**config.mk**
```make
export PLATFORM = sky130hd
export DESIGN_NAME = bar_bank
export DESIGN_NICKNAME = d
export VERILOG_FILES = /design/src/rtl/bar_bank_pkg.sv /design/src/rtl/bar_region.sv /design/src/rtl/bar_rd_mux.sv /design/src/rtl/bar_hit_pick.sv /design/src/rtl/bar_bank.sv
export SDC_FILE = /design/constraint.sdc
export NUM_CORES = 1
export LEC_CHECK = 0
export BUFFER_PORTS_ARGS = -buffer_cell sky130_fd_sc_hd__buf_4
export CAP_MARGIN = 15
export CORE_MARGIN = 2
export CORE_UTILIZATION = 32
export CTS_BUF_LIST = sky130_fd_sc_hd__clkbuf_2
export DETAILED_ROUTE_END_ITERATION = 10
export PLACE_DENSITY = 0.52
export SYNTH_ARGS = -nofsm -noshare
export SYNTH_HDL_FRONTEND = slang
export SYNTH_SLANG_ARGS = --single-unit
```
**constraint.sdc**
```tcl
create_clock -name clk -period 1.8 [get_ports clk]
set_input_delay 0.09 -clock clk [delete_from_list [all_inputs] [get_ports clk]]
set_output_delay 0.09 -clock clk [all_outputs]
set_load 0.01 [all_outputs]
```
**src/rtl/bar_bank_pkg.sv**
```systemverilog
package bar_bank_pkg;

   typedef enum logic [1:0] {
      SLOT_NONE  = 2'd0,
      SLOT_IO    = 2'd1,
      SLOT_MEM32 = 2'd2,
      SLOT_MEM64 = 2'd3
   } slot_kind_e;

   // dword index of slot 0 (byte offset 0x10)
   localparam int unsigned BAR_WORD0 = 4;
   localparam int unsigned WORD_W    = 32;
   localparam int unsigned BASE_W    = 64;
   localparam int unsigned MAX_SLOTS = 6;

   // bits of the 64-bit base that software may set
   function automatic logic [BASE_W-1:0] keep_mask(input int unsigned log2sz,
                                                   input slot_kind_e kind);
      logic [BASE_W-1:0] m;
      m = ~{BASE_W{1'b0}} << log2sz;
      if (kind != SLOT_MEM64) m[BASE_W-1:WORD_W] = '0;
      return m;
   endfunction

   // fixed low nibble of a slot word
   function automatic logic [3:0] attr_bits(input slot_kind_e kind, input bit pref);
      case (kind)
         SLOT_IO:    return 4'b0001;
         SLOT_MEM32: return {pref, 2'b00, 1'b0};
         SLOT_MEM64: return {pref, 2'b10, 1'b0};
         default:    return 4'b0000;
      endcase
   endfunction

endpackage

```
**src/rtl/bar_region.sv**
```systemverilog
module bar_region
   import bar_bank_pkg::*;
#(
   parameter slot_kind_e  KIND   = SLOT_MEM32,
   parameter int unsigned LOG2SZ = 12,
   parameter bit          PREF   = 1'b0
)(
   input  logic              clk,
   input  logic              rst_n,
   input  logic              wr_lo,
   input  logic              wr_hi,
   input  logic [WORD_W-1:0] wdata,
   input  logic [BASE_W-1:0] acc_addr,
   input  logic              kind_en,
   output logic [WORD_W-1:0] word_lo,
   output logic [WORD_W-1:0] word_hi,
   output logic              hit
);

   localparam logic [BASE_W-1:0] WMASK = keep_mask(LOG2SZ, KIND);
   localparam logic [BASE_W-1:0] CMASK = ~{BASE_W{1'b0}} << LOG2SZ;
   localparam logic [3:0]        ATTR  = attr_bits(KIND, PREF);

   generate
      if (KIND == SLOT_NONE) begin : g_bad_kind
         $error("bar_region: an empty slot has no region");
      end
      if (KIND == SLOT_IO && (LOG2SZ < 2 || LOG2SZ > 31)) begin : g_bad_io
         $error("bar_region: I/O size must be 4 bytes to 2 GB");
      end
      if (KIND == SLOT_MEM32 && (LOG2SZ < 4 || LOG2SZ > 31)) begin : g_bad_m32
         $error("bar_region: 32-bit memory size must be 16 bytes to 2 GB");
      end
      if (KIND == SLOT_MEM64 && (LOG2SZ < 4 || LOG2SZ > 63)) begin : g_bad_m64
         $error("bar_region: 64-bit memory size must be 16 bytes to 2^63");
      end
   endgenerate

   logic [BASE_W-1:0] base_q;

   always_ff @(posedge clk or negedge rst_n) begin
      if (!rst_n) begin
         base_q <= '0;
      end else begin
         if (wr_lo) base_q[WORD_W-1:0]      <= wdata & WMASK[WORD_W-1:0];
         if (wr_hi) base_q[BASE_W-1:WORD_W] <= wdata & WMASK[BASE_W-1:WORD_W];
      end
   end

   assign word_lo = base_q[WORD_W-1:0] | {{(WORD_W-4){1'b0}}, ATTR};
   assign word_hi = base_q[BASE_W-1:WORD_W];

   logic addr_match;
   assign addr_match = ((acc_addr ^ base_q) & CMASK) == '0;
   assign hit        = kind_en & addr_match;

endmodule

```
**src/rtl/bar_rd_mux.sv**
```systemverilog
module bar_rd_mux
   import bar_bank_pkg::*;
#(
   parameter int unsigned NSLOT = 6,
   parameter int unsigned CFG_W = 6
)(
   input  logic [CFG_W-1:0]        cfg_word,
   input  logic [NSLOT*WORD_W-1:0] words,
   output logic [WORD_W-1:0]       rdata
);

   always_comb begin
      rdata = '0;
      for (int i = 0; i < int'(NSLOT); i++) begin
         if (cfg_word == CFG_W'(BAR_WORD0 + i)) rdata = words[WORD_W*i +: WORD_W];
      end
   end

endmodule

```
**src/rtl/bar_hit_pick.sv**
```systemverilog
module bar_hit_pick #(
   parameter int unsigned NSLOT = 6,
   parameter int unsigned IDX_W = 3
)(
   input  logic [NSLOT-1:0] vec,
   output logic             hit,
   output logic [IDX_W-1:0] idx
);

   always_comb begin
      idx = '0;
      for (int i = int'(NSLOT) - 1; i >= 0; i--) begin
         if (vec[i]) idx = IDX_W'(i);
      end
      hit = |vec;
   end

endmodule

```
**src/rtl/bar_bank.sv**
```systemverilog
module bar_bank
   import bar_bank_pkg::*;
#(
   parameter int unsigned          NSLOT      = 6,
   parameter int unsigned          CFG_W      = 6,
   parameter logic [2*NSLOT-1:0]   SLOT_KINDS = 12'b10_00_00_11_01_10,
   parameter logic [8*NSLOT-1:0]   SLOT_LOG2  = {8'd4, 8'd0, 8'd0, 8'd33, 8'd5, 8'd12},
   parameter logic [NSLOT-1:0]     SLOT_PREF  = 6'b100100,
   localparam int unsigned         IDX_W      = (NSLOT > 1) ? $clog2(NSLOT) : 1
)(
   input  logic                clk,
   input  logic                rst_n,
   input  logic [CFG_W-1:0]    cfg_word,
   input  logic                cfg_we,
   input  logic [WORD_W-1:0]   cfg_wdata,
   output logic [WORD_W-1:0]   cfg_rdata,
   input  logic                mem_en,
   input  logic                io_en,
   input  logic                acc_is_io,
   input  logic [BASE_W-1:0]   acc_addr,
   output logic                hit,
   output logic [IDX_W-1:0]    hit_idx,
   output logic [NSLOT-1:0]    hit_vec
);

   generate
      if (NSLOT < 1 || NSLOT > MAX_SLOTS) begin : g_bad_nslot
         $error("bar_bank: NSLOT must be 1 to 6");
      end
      if ((BAR_WORD0 + NSLOT) > (1 << CFG_W)) begin : g_bad_cfgw
         $error("bar_bank: CFG_W too narrow for the slot window");
      end
   endgenerate

   function automatic slot_kind_e kind_at(input int idx);
      if (idx < 0 || idx >= int'(NSLOT)) return SLOT_NONE;
      return slot_kind_e'(SLOT_KINDS[2*idx +: 2]);
   endfunction

   logic [NSLOT*WORD_W-1:0] slot_words;
   logic [WORD_W-1:0]       hi_word [NSLOT];
   logic [NSLOT-1:0]        sel;

   generate
      for (genvar s = 0; s < int'(NSLOT); s++) begin : g_slot
         localparam slot_kind_e  KIND = kind_at(s);
         localparam slot_kind_e  PREV = kind_at(s - 1);
         localparam int unsigned LG   = int'(SLOT_LOG2[8*s +: 8]);

         assign sel[s] = (cfg_word == CFG_W'(BAR_WORD0 + s));

         if (PREV == SLOT_MEM64) begin : g_upper
            if (KIND != SLOT_NONE) begin : g_bad_upper
               $error("bar_bank: slot above a 64-bit lower word must be empty");
            end
            assign slot_words[WORD_W*s +: WORD_W] = hi_word[s-1];
            assign hi_word[s] = '0;
            assign hit_vec[s] = 1'b0;
         end else if (KIND == SLOT_NONE) begin : g_empty
            assign slot_words[WORD_W*s +: WORD_W] = '0;
            assign hi_word[s] = '0;
            assign hit_vec[s] = 1'b0;
         end else begin : g_bar
            if (KIND == SLOT_MEM64 && s == int'(NSLOT) - 1) begin : g_bad_last
               $error("bar_bank: a 64-bit window needs a slot above it");
            end

            logic wr_hi;
            logic kind_en;

            if (KIND == SLOT_MEM64) begin : g_hi_wr
               assign wr_hi = cfg_we & (cfg_word == CFG_W'(BAR_WORD0 + s + 1));
            end else begin : g_no_hi
               assign wr_hi = 1'b0;
            end

            if (KIND == SLOT_IO) begin : g_io_space
               assign kind_en = io_en & acc_is_io;
            end else begin : g_mem_space
               assign kind_en = mem_en & ~acc_is_io;
            end

            bar_region #(
               .KIND   (KIND),
               .LOG2SZ (LG),
               .PREF   (SLOT_PREF[s])
            ) u_region (
               .clk      (clk),
               .rst_n    (rst_n),
               .wr_lo    (cfg_we & sel[s]),
               .wr_hi    (wr_hi),
               .wdata    (cfg_wdata),
               .acc_addr (acc_addr),
               .kind_en  (kind_en),
               .word_lo  (slot_words[WORD_W*s +: WORD_W]),
               .word_hi  (hi_word[s]),
               .hit      (hit_vec[s])
            );
         end
      end
   endgenerate

   bar_rd_mux #(
      .NSLOT (NSLOT),
      .CFG_W (CFG_W)
   ) u_rd_mux (
      .cfg_word (cfg_word),
      .words    (slot_words),
      .rdata    (cfg_rdata)
   );

   bar_hit_pick #(
      .NSLOT (NSLOT),
      .IDX_W (IDX_W)
   ) u_pick (
      .vec (hit_vec),
      .hit (hit),
      .idx (hit_idx)
   );

endmodule

```
Yosys cells after proc, flatten, opt, wreduce, memory -nomap -nowiden
Index checks and enable logic that the tools add are counted.
{ "classes": {"n_eq_ne": 6, "mux": 10, "n_bitwise": 15, "n_reduce_logical": 5} }
{ "op_table": {"columns": ["op", "n"], "rows": [
  ["$logic_not A64 Y1", 4],
  ["$mux W32", 6],
  ["$xor A64 B32 Y64", 3],
  ["$xor A64 B64 Y64", 1],
  ["$eq A6 B3 Y1 const B", 4],
  ["$eq A6 B4 Y1 const B", 2],
  ["$mux W3", 4],
  ["$and A1 B1 Y1", 10],
  ["$reduce_or A4 Y1", 1],
  ["$not A1 Y1", 1]
]} }
{ "totals": {"reg_bits": 106, "output_inout_bits": 42, "wordCells": 40} }

Depth between registers and ports, before layout
{ "logic_depth": {"word_depth": 7, "mapped_depth": 7, "ltp_nobuf": 6} }

Hierarchy
Synthesis repeated with hierarchy kept, for this count alone.
{ "hier_totals": {"hier_cells": 747, "area_unflattened_um2": 8172.8} }
{ "by_module_without_submodules": {"columns": ["mod", "n_inst", "cells_each", "area_each_um2"], "rows": [
  ["bar_region (g_slot[2].g_bar.u_region)", 1, 142, 1751.7],
  ["bar_region (g_slot[5].g_bar.u_region)", 1, 153, 1694.1],
  ["bar_region (g_slot[1].g_bar.u_region)", 1, 144, 1660.3],
  ["bar_rd_mux", 1, 157, 1520.2],
  ["bar_region (g_slot[0].g_bar.u_region)", 1, 126, 1390.1],
  ["bar_bank", 1, 15, 103.8],
  ["bar_hit_pick", 1, 10, 52.6]
]} }

Worst setup path before layout
Ideal clock, no wire load.
{ "synth_timing": {"path_type": "register to output", "start": "register g_slot[5].g_bar.u_region.base_q[5]", "end": "output hit_idx[2]", "arrival_time_ns": 1.738, "required_time_ns": 1.710, "path_slack_ns": -0.028, "stages_incl_launch_ff": 7, "cell_sequence": "dfrtp_1 xor2_1 nor4_1 nand4_1 nor4_1 and2_1 nor4b_1"} }
{ "synth_between": {"elab_chain_cells": 7} }
{ "synth_rtl": {"columns": ["element", "line", "text"], "rows": [
  ["start, declared", "bar_region.sv:39", "logic [BASE_W-1:0] base_q;"],
  ["start signal, assigned by index", "bar_region.sv:45", "if (wr_lo) base_q[WORD_W-1:0] <= wdata & WMASK[WORD_W-1:0];"],
  ["start signal, assigned by index", "bar_region.sv:46", "if (wr_hi) base_q[BASE_W-1:WORD_W] <= wdata & WMASK[BASE_W-1:WORD_W];"],
  ["$xor A64 B32 Y64", "bar_region.sv:54", "assign addr_match = ((acc_addr ^ base_q) & CMASK) == '0;"],
  ["$logic_not A64 Y1", "bar_region.sv:54", null],
  ["$and A1 B1 Y1", "bar_region.sv:55", "assign hit = kind_en & addr_match;"],
  ["via g_slot[5].g_bar.u_region.hit", "bar_region.sv:17", "output logic hit"],
  ["$mux W3 (4 in series)", "bar_hit_pick.sv:13", "if (vec[i]) idx = IDX_W'(i);"],
  ["end, declared", "bar_bank.sv:22", "output logic [IDX_W-1:0] hit_idx,"]
]} }
The timed path passes the listed nets, and every way through them passes these cells.

Worst setup path after layout
{ "layout_timing": {"start": "register g_slot[5].g_bar.u_region.base_q[16]", "end": "output hit_idx[2]"} }
{ "layout_between": {"elab_chain_cells": 7} }
{ "layout_rtl": {"columns": ["element", "line"], "rows": [
  ["$xor A64 B32 Y64", "bar_region.sv:54"],
  ["$logic_not A64 Y1", "bar_region.sv:54"],
  ["$and A1 B1 Y1", "bar_region.sv:55"],
  ["$mux W3 (4 in series)", "bar_hit_pick.sv:13"]
]} }
No other way between the ends.

==> key figures <==
Outcome
  • Outcome: finished with violations
  • Violated checks: setup timing

Run
  • Max cap viols: 0

Finish
  • Reg with most FFs: g_slot.g_bar.u_region.base_q
  • Max FFs per register: 106
  • Area delta synth->final: 46.6%
  • Share of layout cells above drive strength 1: between 40% and 50%
  • Largest registers: g_slot.g_bar.u_region.base_q x106
  • # nets final: 895

Synthesis
  • Synth area leader: dfrtp_1
  • Synth top cells by count: 106 x dfrtp_1, 72 x xnor2_1, 55 x mux2_2, 34 x xor2_1, 31 x mux2_1
  • Dominant synthesized flop cell: dfrtp_1
  • Synth Area per Inst: 11.9 um^2
  • Post-synth top area share: about 43%
  • #FFs+latches synth: 106
  • Synth unique cells: 35
  • Top cells by area, synth: dfrtp_1 43%, xnor2_1 10%, mux2_2 10%, mux2_1 5.6%, mux2_4 4.9%
  • Async SR Flop Fraction: 100%
  • Cells after Synth: 521
  • Register area share after synthesis: 42.9%
  • Post-Syn Area: approximately 6200 um^2
  • Yosys warning count: 0
  • Top-count cell post-synth: dfrtp_1
  • Post-synth EDFFs: 0

Detailed routing
  • First-pass iteration count of the detailed router: 4
  • Initial DRC Count: 357
  • Vias per cell: 4.96
  • Final ANT Viol Nets: 0
  • DRC: 0
  • Total wire length: 22.7 mm
  • Vias: 5218
  • WL/cell: ~22 um

Placement
  • Minimum setup slack after placement: -592 ps
  • Port Buf Inserts: 142
  • Final Wtd Congestion: between 0.8 and 0.9
  • DPL Wire Length: 16.9 mm

Power
  • Fraction of power consumed by combinational cells: approximately a third
  • P_sw: 0.00199 W
  • Sequential share of power: between 50% and 60%
  • Pwr per Cell Area: 659 nW/um^2
  • P_leak: 4.42 nW
  • Clk pwr share: roughly 18%
  • Max VDD drop: 0.286 mV
  • Total power after layout: 0.00597 W
  • Net Sw Frac: 33.2%
  • Internal power: 0.00399 W

Die
  • CORE AREA: 18800 um^2
  • Die Width: around 140 um
  • Ports: 150
  • Initial Util: between 30 and 40%
  • Die area: 20500 um^2
  • Row cnt: 50
  • Die height: 143 um

Critical path
  • WS Path Type: reg -> out
  • CP arrival: approximately 2800 ps
  • Top cell by count, worst path: buf_4
  • Crit path capture type: primary output
  • Required @ worst endpoint: 1710 ps
  • CP max stage delay: 460 ps
  • Crit Path Max Fanout: 3
  • Crit-path cells: xor2_1, nor4_2, buf_4, nand4_1, nor4_4, buf_4, and2_4, nor4b_2, buf_4
  • Buf/Inv on CP: 3
  • Worst Setup Start Kind: register
  • Crit path max-delay family: simple AND/OR/NAND/NOR gates
  • CP max stage cell: dfrtp_1

STA
  • Final Setup Violations: 25
  • RSZ-0062 raised after global routing: true
  • Final Hold Viols: 0
  • Total Neg Setup Slack: -7360 ps
  • Worst setup margin: -1070 ps
  • Crit share post-route: 159%
  • Max Slew Vio Count: 0
  • Crit path time final: ~2900 ps
  • Fmax: 349 MHz
  • Clock Skew: 0 ps

Clock network
  • Clk root buf: clkbuf_2
  • TritonCTS Sinks: 106
  • Clock Pin Slew Worst Setup and Hold Paths: 340 ps
  • CTS max path bufs: 2
  • Total CTS buffers: 9
  • CTS tree: yes
  • CTS H-tree depth: 3
  • Worst-Skew Late Latency: 620 ps

GRT
  • GRT Residual Overflow: 0
  • Initial antenna violation count: 1
  • Overall Global Routing Usage: 22.7%
  • First-pass GRT wire length: 33.7 mm
  • Number of global-route vias before repair: 5606
  • Largest net degree at the start of global routing: 36

Worst hold path
  • Hold Crit Class: in -> reg
[cells by family after synthesis]
group	synth area share, %
mux	23.7
xor+xnor	15.0
flops	42.9
other cells	0.0606
simple gates	8.58
buf+inv	3.58
compound gates	6.15
[cells in the final DEF (no fill, tap or decap), types with 23 or more instances in the layout]
cell,count
buf_4,189
dfrtp_1,106
mux2_1,31
dlygate4sd3_1,41
mux2_2,55
xor2_1,33
xnor2_1,65
nand4_1,23
buf_6,48
[layer usage]
metal / routed length [um] / track usage (%) / up-vias
li1: - / - / 2404
met1: 10200 / 30.5 / 2605
met2: 10700 / 36.9 / 178
met3: 1250 / 3.42 / 31
met4: 630 / 9.12 / 0
met5: 0 / 0 / -
[worst min-delay path, stage by stage]
cell and delay, ps:
buf_4 120, nor2_1 50, nand3_1 120, buf_12 210, mux2_2 180
[final cells by class]
cell class | count | area (um^2)
fillers | 1775 | 9760
clock inverters | 7 | 45.0
well taps | 260 | 325
repair buffers | 283 | 2470
inverters | 10 | 40.0
flip-flops and latches | 106 | 2650
multi-input cells | 377 | 3490
clock buffers | 9 | 45.0
diodes | 1 | 2.50
[power by group through the flow]
stage	sequential, W	combinational [W]	clock, W
final	0.00301	0.00189	0.00107
after global routing	0.00305	0.00202	0.00119
after CTS	0.00301	0.00184	0.00110
after detailed placement	0.00304	0.00165	0
after global placement	0.00302	0.00164	0
after floorplan	0.00297	0.000787	0
[path summary, 6_finish.rpt]
kind / slack, ps / to / depth (start not counted) / from
max: -1070 / hit_idx[2] / 9 / g_slot[5].g_bar.u_region.base_q[16]
min: 120 / g_slot[0].g_bar.u_region.base_q[25] / 5 / cfg_word[1]
max reg2reg: 270 / g_slot[2].g_bar.u_region.base_q[33] / 3 / g_slot[2].g_bar.u_region.base_q[33]
min reg2reg: 590 / g_slot[2].g_bar.u_region.base_q[36] / 1 / g_slot[2].g_bar.u_region.base_q[36]
max in group asynchronous: 970 / g_slot[2].g_bar.u_region.base_q[49] / 4 / rst_n
min in group asynchronous: 500 / g_slot[2].g_bar.u_region.base_q[43] / 4 / rst_n
[metrics by stage]
step | hold WS (ps) | util (%) | cells | area (um^2)
floorplan | -206 | - | 522 | 6200
global placement | 122 | 43.3 | 987 | 8150
detailed placement | 125 | 43.3 | 987 | 8150
CTS | 70.4 | 47.4 | 1048 | 8920
global route | 123 | 48.2 | 1053 | 9070
finish | 121 | 48.2 | 1053 | 9070
[timing repair]
action	in CTS	in global routing
hold buffers	42	0
setup endpoints to repair	32	35
setup buffers	6	6
endpoints found under the hold margin	212	0
pin swaps	19	17
resized for setup	72	29
Note: power is estimated with default switching activity, not from simulation.
